## config.mk

```make
export PLATFORM = sky130hd
export DESIGN_NAME = rds_pos_tracker
export DESIGN_NICKNAME = d
export VERILOG_FILES = /design/src/rtl/rds_pos_pkg.sv /design/src/rtl/rds_bit_cnt.sv /design/src/rtl/rds_blk_cnt.sv /design/src/rtl/rds_irq_unit.sv /design/src/rtl/rds_pos_tracker.sv
export SDC_FILE = /design/constraint.sdc
export NUM_CORES = 1
export LEC_CHECK = 0
export BUFFER_PORTS_ARGS = -buffer_cell sky130_fd_sc_hd__buf_2
export CAP_MARGIN = 30
export CORE_AREA = 5 5 49 47
export CTS_CLUSTER_DIAMETER = 30
export DETAILED_ROUTE_END_ITERATION = 7
export DIE_AREA = 0 0 54 52
export GPL_TIMING_DRIVEN = 0
export PLACE_DENSITY_LB_ADDON = 0.1
export SYNTH_ARGS = -nofsm -noshare
export SYNTH_HDL_FRONTEND = slang
export SYNTH_SLANG_ARGS = --single-unit
```

## constraint.sdc

```tcl
create_clock -name clk_i -period 3.04 [get_ports clk_i]
set_input_delay 0.608 -clock clk_i [delete_from_list [all_inputs] [get_ports clk_i]]
set_output_delay 0.608 -clock clk_i [all_outputs]
set_load 0.01 [all_outputs]
```

## src/rtl/rds_pos_pkg.sv

```systemverilog
package rds_pos_pkg;
  typedef enum logic [1:0] {
    REG_RELOAD = 2'd0,
    REG_BLK    = 2'd1,
    REG_IEN    = 2'd2,
    REG_CLR    = 2'd3
  } reg_sel_e;

  localparam int unsigned IRQ_N   = 2;
  localparam int unsigned IRQ_BIT = 0;
  localparam int unsigned IRQ_BLK = 1;
endpackage

```

## src/rtl/rds_bit_cnt.sv

```systemverilog
module rds_bit_cnt #(
  parameter int unsigned W    = 5,
  parameter int unsigned INIT = 26
) (
  input  logic         clk_i,
  input  logic         rst_ni,
  input  logic         tick_i,
  input  logic [W-1:0] reload_i,
  output logic [W-1:0] cnt_o,
  output logic         wrap_o
);
  localparam logic [W-1:0] ONE      = W'(1);
  localparam logic [W-1:0] INIT_VAL = W'(INIT);

  logic [W-1:0] cnt_q;

  assign wrap_o = tick_i && (cnt_q <= ONE);
  assign cnt_o  = cnt_q;

  always_ff @(posedge clk_i or negedge rst_ni) begin
    if (!rst_ni)     cnt_q <= INIT_VAL;
    else if (tick_i) cnt_q <= (cnt_q <= ONE) ? reload_i : cnt_q - ONE;
  end

  AST_BIT_DEC: assert property (@(posedge clk_i) disable iff (!rst_ni)
    (tick_i && cnt_q > ONE) |=> cnt_q == $past(cnt_q) - ONE);
  AST_BIT_HOLD: assert property (@(posedge clk_i) disable iff (!rst_ni)
    !tick_i |=> $stable(cnt_q));
  AST_BIT_RELOAD: assert property (@(posedge clk_i) disable iff (!rst_ni)
    (tick_i && cnt_q <= ONE) |=> cnt_q == $past(reload_i));
endmodule

```

## src/rtl/rds_blk_cnt.sv

```systemverilog
module rds_blk_cnt #(
  parameter int unsigned W    = 2,
  parameter int unsigned INIT = 3
) (
  input  logic         clk_i,
  input  logic         rst_ni,
  input  logic         dec_i,
  input  logic         wr_i,
  input  logic [W-1:0] wdata_i,
  output logic [W-1:0] cnt_o,
  output logic         zero_o
);
  localparam logic [W-1:0] ONE      = W'(1);
  localparam logic [W-1:0] INIT_VAL = W'(INIT);

  logic [W-1:0] cnt_q;

  assign zero_o = dec_i && !wr_i && (cnt_q == ONE);
  assign cnt_o  = cnt_q;

  always_ff @(posedge clk_i or negedge rst_ni) begin
    if (!rst_ni)     cnt_q <= INIT_VAL;
    else if (wr_i)   cnt_q <= wdata_i;
    else if (dec_i)  cnt_q <= cnt_q - ONE; // wraps modulo 2**W
  end

  AST_BLK_WR_PRIO: assert property (@(posedge clk_i) disable iff (!rst_ni)
    wr_i |=> cnt_q == $past(wdata_i));
  AST_BLK_DEC: assert property (@(posedge clk_i) disable iff (!rst_ni)
    (dec_i && !wr_i) |=> cnt_q == W'($past(cnt_q) - ONE));
  AST_BLK_HOLD: assert property (@(posedge clk_i) disable iff (!rst_ni)
    (!dec_i && !wr_i) |=> $stable(cnt_q));
endmodule

```

## src/rtl/rds_irq_unit.sv

```systemverilog
module rds_irq_unit (
  input  logic clk_i,
  input  logic rst_ni,
  input  logic ev_i,
  input  logic en_i,
  input  logic clr_i,
  output logic irq_o,
  output logic flag_o
);
  logic irq_q, flag_q;
  logic fire;

  assign fire   = ev_i && en_i;
  assign irq_o  = irq_q;
  assign flag_o = flag_q;

  always_ff @(posedge clk_i or negedge rst_ni) begin
    if (!rst_ni) begin
      irq_q  <= 1'b0;
      flag_q <= 1'b0;
    end else begin
      irq_q  <= fire;
      flag_q <= fire || (flag_q && !clr_i); // set beats clear
    end
  end

  AST_IRQ_GATED: assert property (@(posedge clk_i) disable iff (!rst_ni)
    !(ev_i && en_i) |=> !irq_o);
  AST_IRQ_SETS_FLAG: assert property (@(posedge clk_i) disable iff (!rst_ni)
    irq_o |-> flag_o);
  AST_FLAG_W1C: assert property (@(posedge clk_i) disable iff (!rst_ni)
    (clr_i && !(ev_i && en_i)) |=> !flag_o);
  AST_FLAG_STICKY: assert property (@(posedge clk_i) disable iff (!rst_ni)
    (flag_o && !clr_i) |=> flag_o);
endmodule

```

## src/rtl/rds_pos_tracker.sv

```systemverilog
module rds_pos_tracker
  import rds_pos_pkg::*;
#(
  parameter int unsigned BIT_W    = 5,
  parameter int unsigned BLK_W    = 2,
  parameter int unsigned BIT_INIT = 26,
  parameter int unsigned BLK_INIT = 3
) (
  input  logic             clk_i,
  input  logic             rst_ni,
  input  logic             bit_tick_i,
  input  logic             reg_we_i,
  input  logic [1:0]       reg_addr_i,
  input  logic [BIT_W-1:0] reg_wdata_i,
  output logic [BIT_W-1:0] bit_cnt_o,
  output logic [BLK_W-1:0] blk_cnt_o,
  output logic             bit_irq_o,
  output logic             blk_irq_o,
  output logic             bit_flag_o,
  output logic             blk_flag_o
);
  localparam logic [BIT_W-1:0] RELOAD_INIT = BIT_W'(BIT_INIT);

  reg_sel_e         sel;
  logic [BIT_W-1:0] reload_q;
  logic [IRQ_N-1:0] ien_q;
  logic [IRQ_N-1:0] ev, clr, irq, flag;
  logic             bit_wrap, blk_zero, wr_blk;

  assign sel    = reg_sel_e'(reg_addr_i);
  assign wr_blk = reg_we_i && (sel == REG_BLK);

  always_ff @(posedge clk_i or negedge rst_ni) begin
    if (!rst_ni) begin
      reload_q <= RELOAD_INIT;
      ien_q    <= '0;
    end else if (reg_we_i) begin
      if (sel == REG_RELOAD) reload_q <= reg_wdata_i;
      if (sel == REG_IEN)    ien_q    <= reg_wdata_i[IRQ_N-1:0];
    end
  end

  rds_bit_cnt #(.W(BIT_W), .INIT(BIT_INIT)) i_bit_cnt (
    .clk_i    (clk_i),
    .rst_ni   (rst_ni),
    .tick_i   (bit_tick_i),
    .reload_i (reload_q),
    .cnt_o    (bit_cnt_o),
    .wrap_o   (bit_wrap)
  );

  rds_blk_cnt #(.W(BLK_W), .INIT(BLK_INIT)) i_blk_cnt (
    .clk_i   (clk_i),
    .rst_ni  (rst_ni),
    .dec_i   (bit_wrap),
    .wr_i    (wr_blk),
    .wdata_i (reg_wdata_i[BLK_W-1:0]),
    .cnt_o   (blk_cnt_o),
    .zero_o  (blk_zero)
  );

  assign ev[IRQ_BIT] = bit_wrap;
  assign ev[IRQ_BLK] = blk_zero;
  assign clr = (reg_we_i && sel == REG_CLR) ? reg_wdata_i[IRQ_N-1:0] : '0;

  for (genvar g = 0; g < IRQ_N; g++) begin : g_irq
    rds_irq_unit i_irq (
      .clk_i  (clk_i),
      .rst_ni (rst_ni),
      .ev_i   (ev[g]),
      .en_i   (ien_q[g]),
      .clr_i  (clr[g]),
      .irq_o  (irq[g]),
      .flag_o (flag[g])
    );
  end

  assign bit_irq_o  = irq[IRQ_BIT];
  assign blk_irq_o  = irq[IRQ_BLK];
  assign bit_flag_o = flag[IRQ_BIT];
  assign blk_flag_o = flag[IRQ_BLK];

  AST_BLK_EV_NEEDS_WRAP: assert property (@(posedge clk_i) disable iff (!rst_ni)
    blk_zero |-> bit_wrap);
  AST_RELOAD_KEEPS_COUNT: assert property (@(posedge clk_i) disable iff (!rst_ni)
    (reg_we_i && sel == REG_RELOAD && !bit_tick_i) |=> $stable(bit_cnt_o));
  AST_BLK_IRQ_HAS_BIT_EV: assert property (@(posedge clk_i) disable iff (!rst_ni)
    blk_irq_o |-> $past(bit_wrap));
endmodule

```

==> parameters.txt <==
Parameter                              Value

Status
  Outcome ... complete, no violations

Setup path
  Worst reg-to-reg setup slack ... ~1200 ps
  Arrival time reported for the critical path endpoint ... 1990 ps
  Critical path fanouts, max ... 6
  Worst Path Required ... 3230 ps
  Depth of the worst register-to-register path ... 5
  Cell chain of the critical path ... inv_1, ha_1, o21bai_1, a32o_1, a211oi_1
  Critical path start-end classification ... reg2reg
  Critical Path Sink Type ... flop
  End of the critical path ... i_bit_cnt.cnt_o[3]
  Crit Reg-Reg Startpoint ... i_bit_cnt.cnt_o[1]
  Kind of start point of the critical path ... flop
  Reg-to-reg endpoint ... i_bit_cnt.cnt_o[3]
  Critical Path Max Stage Delay ... 580 ps
  Master of the slowest instance on the critical path ... dfstp_2
  Worst setup path startpoint ... i_bit_cnt.cnt_o[1]

Timing
  Relative slew slack ... between 40 and 50%
  Final min period ... roughly 1800 ps
  Clock skew ... 2.95 ps
  Fin. max-slew vios ... 0
  Final Hold Fails ... 0
  Worst slew pin tran ... between 800 and 900 ps
  RSZ-0062 raised after global routing ... false
  Highest clock frequency the design can meet ... roughly 560 MHz
  Crit share post-route ... approximately three fifths
  Final worst-path setup slack ... 1240 ps
  Final number of setup-violating endpoints ... 0
  Setup total negative slack ... 0 ps

Logic synthesis
  Cell area after synthesis ... 907 um2
  Synth warnings ... 0
  Post-synth cell types ... 34
  Compound-cell area share of the yosys netlist ... approximately 15%
  Post-synthesis share of cell area spent on xor and xnor gates ... 0%
  Synth Net Count ... 96
  Post-synthesis simple-gate area fraction ... 17.7%
  Dominant register cell in the synthesized netlist ... dfrtp_1
  Async set or reset register ratio after synthesis ... 100%
  Most area-consuming cells after synthesis ... dfrtp_1 (28%), dfstp_2 (23%), mux2_2 (7.4%)
  Combinational family with the most area after synthesis ... simple AND/OR/NAND/NOR gates
  Post-synth top cells ... dfrtp_1 (10), dfstp_2 (8), inv_1 (6), mux2_2 (6), nor2_1 (5)
  Library cell with the highest instance count after synthesis ... dfrtp_1
  Area share of the largest cell type after synthesis ... between 20% and 30%
  Adder-cell share of the synthesized area ... between 4 and 5%
  Multiplexer fraction of the synthesized cell area ... under 10%
  Number of synthesized register bits ... 18
  Number of cells produced by synthesis ... just over 80
  Library cell with the largest summed area after synthesis ... dfrtp_1
  Mean Syn Cell Area ... 11.1 um2
  Post-synthesis sequential area ratio ... between 50 and 60%
  Number of flops mapped to enable cells by yosys ... 0

Die
  Die outline area ... about 2800 um2
  Count of pins on the block boundary ... 22
  Area of the core region ... between 1500 and 2000 um2
  Effective utilization at floorplan ... between 50% and 60%
  Row cnt ... 15
  Horiz. Die Dim ... 54 um
  Vertical die dimension ... around 52 um

Job
  Count of maximum capacitance violations ... 0

Routing
  Via/cell ratio ... 5.33
  Wirelength, routed ... between 1500 and 2000 um
  Vias after detailed routing ... around 700
  Residual antenna-violating net count after detailed routing ... 0
  Final routed DRC violation total ... 0
  Post-DR wirelength/cell ... roughly 13 um
  Detailed-routing iteration count for the pre-antenna-repair pass ... 4
  DRT iter0 DRCs ... 4

Finish
  Antenna cell count ... 0
  Non-Filler Cell Area, Final ... roughly 1100 um2
  Number of nets in the finished design ... about 120
  Non-Filler Instances ... about 130
  Layout cell share with drive strength beyond 1 ... approximately two fifths
  Area overhead of the layout relative to synthesis ... 17.5%

Global routing
  Global-route wire length before repair ... a little under 3000 um
  Total global-route track usage ... about 15%
  Initial antenna violation count ... 0
  Vias in the first global route ... between 600 and 700
  Global route total overflow ... 0
  Largest net degree at the start of global routing ... 19

Hold path
  Worst min-delay path category ... in2async

Clocking
  Number of buffers added for setup after CTS ... 0
  Number of gates resized after cts ... 0
  Root Driver ... clkbuf_4
  Clock network latency to the later pin of the worst-skew pair ... around 280 ps
  Number of clock sinks ... 18
  Deepest clock path buffer count ... 2
  TritonCTS buffer count ... 3
  CTS hold repair buffers ... 0
  Clock-pin slew of the registers on the worst-case setup and hold paths ... roughly 90 ps
  Clock tree from TritonCTS ... built
  Total number of H-tree levels ... 1

Place
  Setup WS pre-CTS ... 1040 ps
  Post-detail-place hpwl ... around 1400 um
  Cell area reported after detailed placement ... about 1000 um2
  Weighted congestion reported at the end of routability-driven placement ... 0.853
  PortBufs ... 21
  Post-Place Cells ... 128

Power and ir drop
  Power density relative to cell area ... ~870 nW/um2
  Standby leakage power ... around 0.49 nW
  Largest voltage drop on the vdd net ... around 0.00047 V
-- how the worst min path moves through the flow --
stage | startpoint | endpoint | cells after the start
global route | rst_ni | i_bit_cnt.cnt_o[2] | 1
CTS | rst_ni | g_irq[0].i_irq.irq_o | 1
finish | rst_ni | g_irq[0].i_irq.irq_o | 1
detailed placement | g_irq[1].i_irq.flag_o | g_irq[1].i_irq.flag_o | 1
global placement | g_irq[1].i_irq.flag_o | g_irq[1].i_irq.flag_o | 1
floorplan | rst_ni | g_irq[0].i_irq.flag_o | 0
-- sequential cells by signal, summed over array words and instances, names as in the netlist --
| signal | flops |
|---|---|
| reload_q | 5 |
| ien_q | 2 |
| g_irq.i_irq.flag_o | 2 |
| i_bit_cnt.cnt_o | 5 |
| i_blk_cnt.cnt_o | 2 |
| g_irq.i_irq.irq_o | 2 |
-- report_power, final --
group	switching, mW	internal [mW]
registers	0.0737	0.346
clock network	0.0619	0.0459
logic	0.217	0.181
-- placed cells by master (no fill, tap or decap), types with 3 or more instances in the layout --
master    instances
dfstp_2           8
ha_1              3
nand2_1           4
nand4_1           4
inv_1             6
dfrtp_1          10
o21ai_0           4
buf_2            22
mux2_2            6
nor2_1            5
a31oi_1           3
clkbuf_4          3
-- layout make-up --
type                            instances  area, um2
Fill cell                             153        717
Timing Repair Buffer                   21        105
Sequential cell                        18        460
Multi-Input combinational cell         56        415
Inverter                                6       22.5
Buffer                                  2       8.76
Clock buffer                            3       22.5
Tap cell                               25       31.3
-- critical path: cells and delay by family (launching register included) --
family	cells	cell delay [ps]
DFF	1	580
buffers and inverters	1	80
adders and majority gates	1	220
AOI/OAI and AO/OA	3	840
-- logic make-up (layout without fill, tap and decap cells) --
logic type               count (synthesis)  count (layout)
multiplexers                             7               7
AND/OR/NAND/NOR                         27              27
flip-flops                              18              18
AO/OA/AOI/OAI                           19              19
buffers and inverters                    8              32
adder cells (fa/ha/maj)                  3               3
-- per-stage QoR --
stage,hold WS (ps),utilization (%),power (mW)
detailed placement,464,58.5,0.830
finish,237,59.8,0.925
global placement,455,58.5,0.814
global route,244,59.8,1.02
floorplan,312,-,0.688
CTS,240,59.8,0.942
-- routing by layer --
layer	routed length [um]	vias to the layer above	GRT usage, %
li1	-	358	-
met1	819	322	18.4
met2	848	18	24.4
met3	94	0	6.02
met4	0	0	2.49
met5	0	-	0
Power figures use the tool's default switching activity.
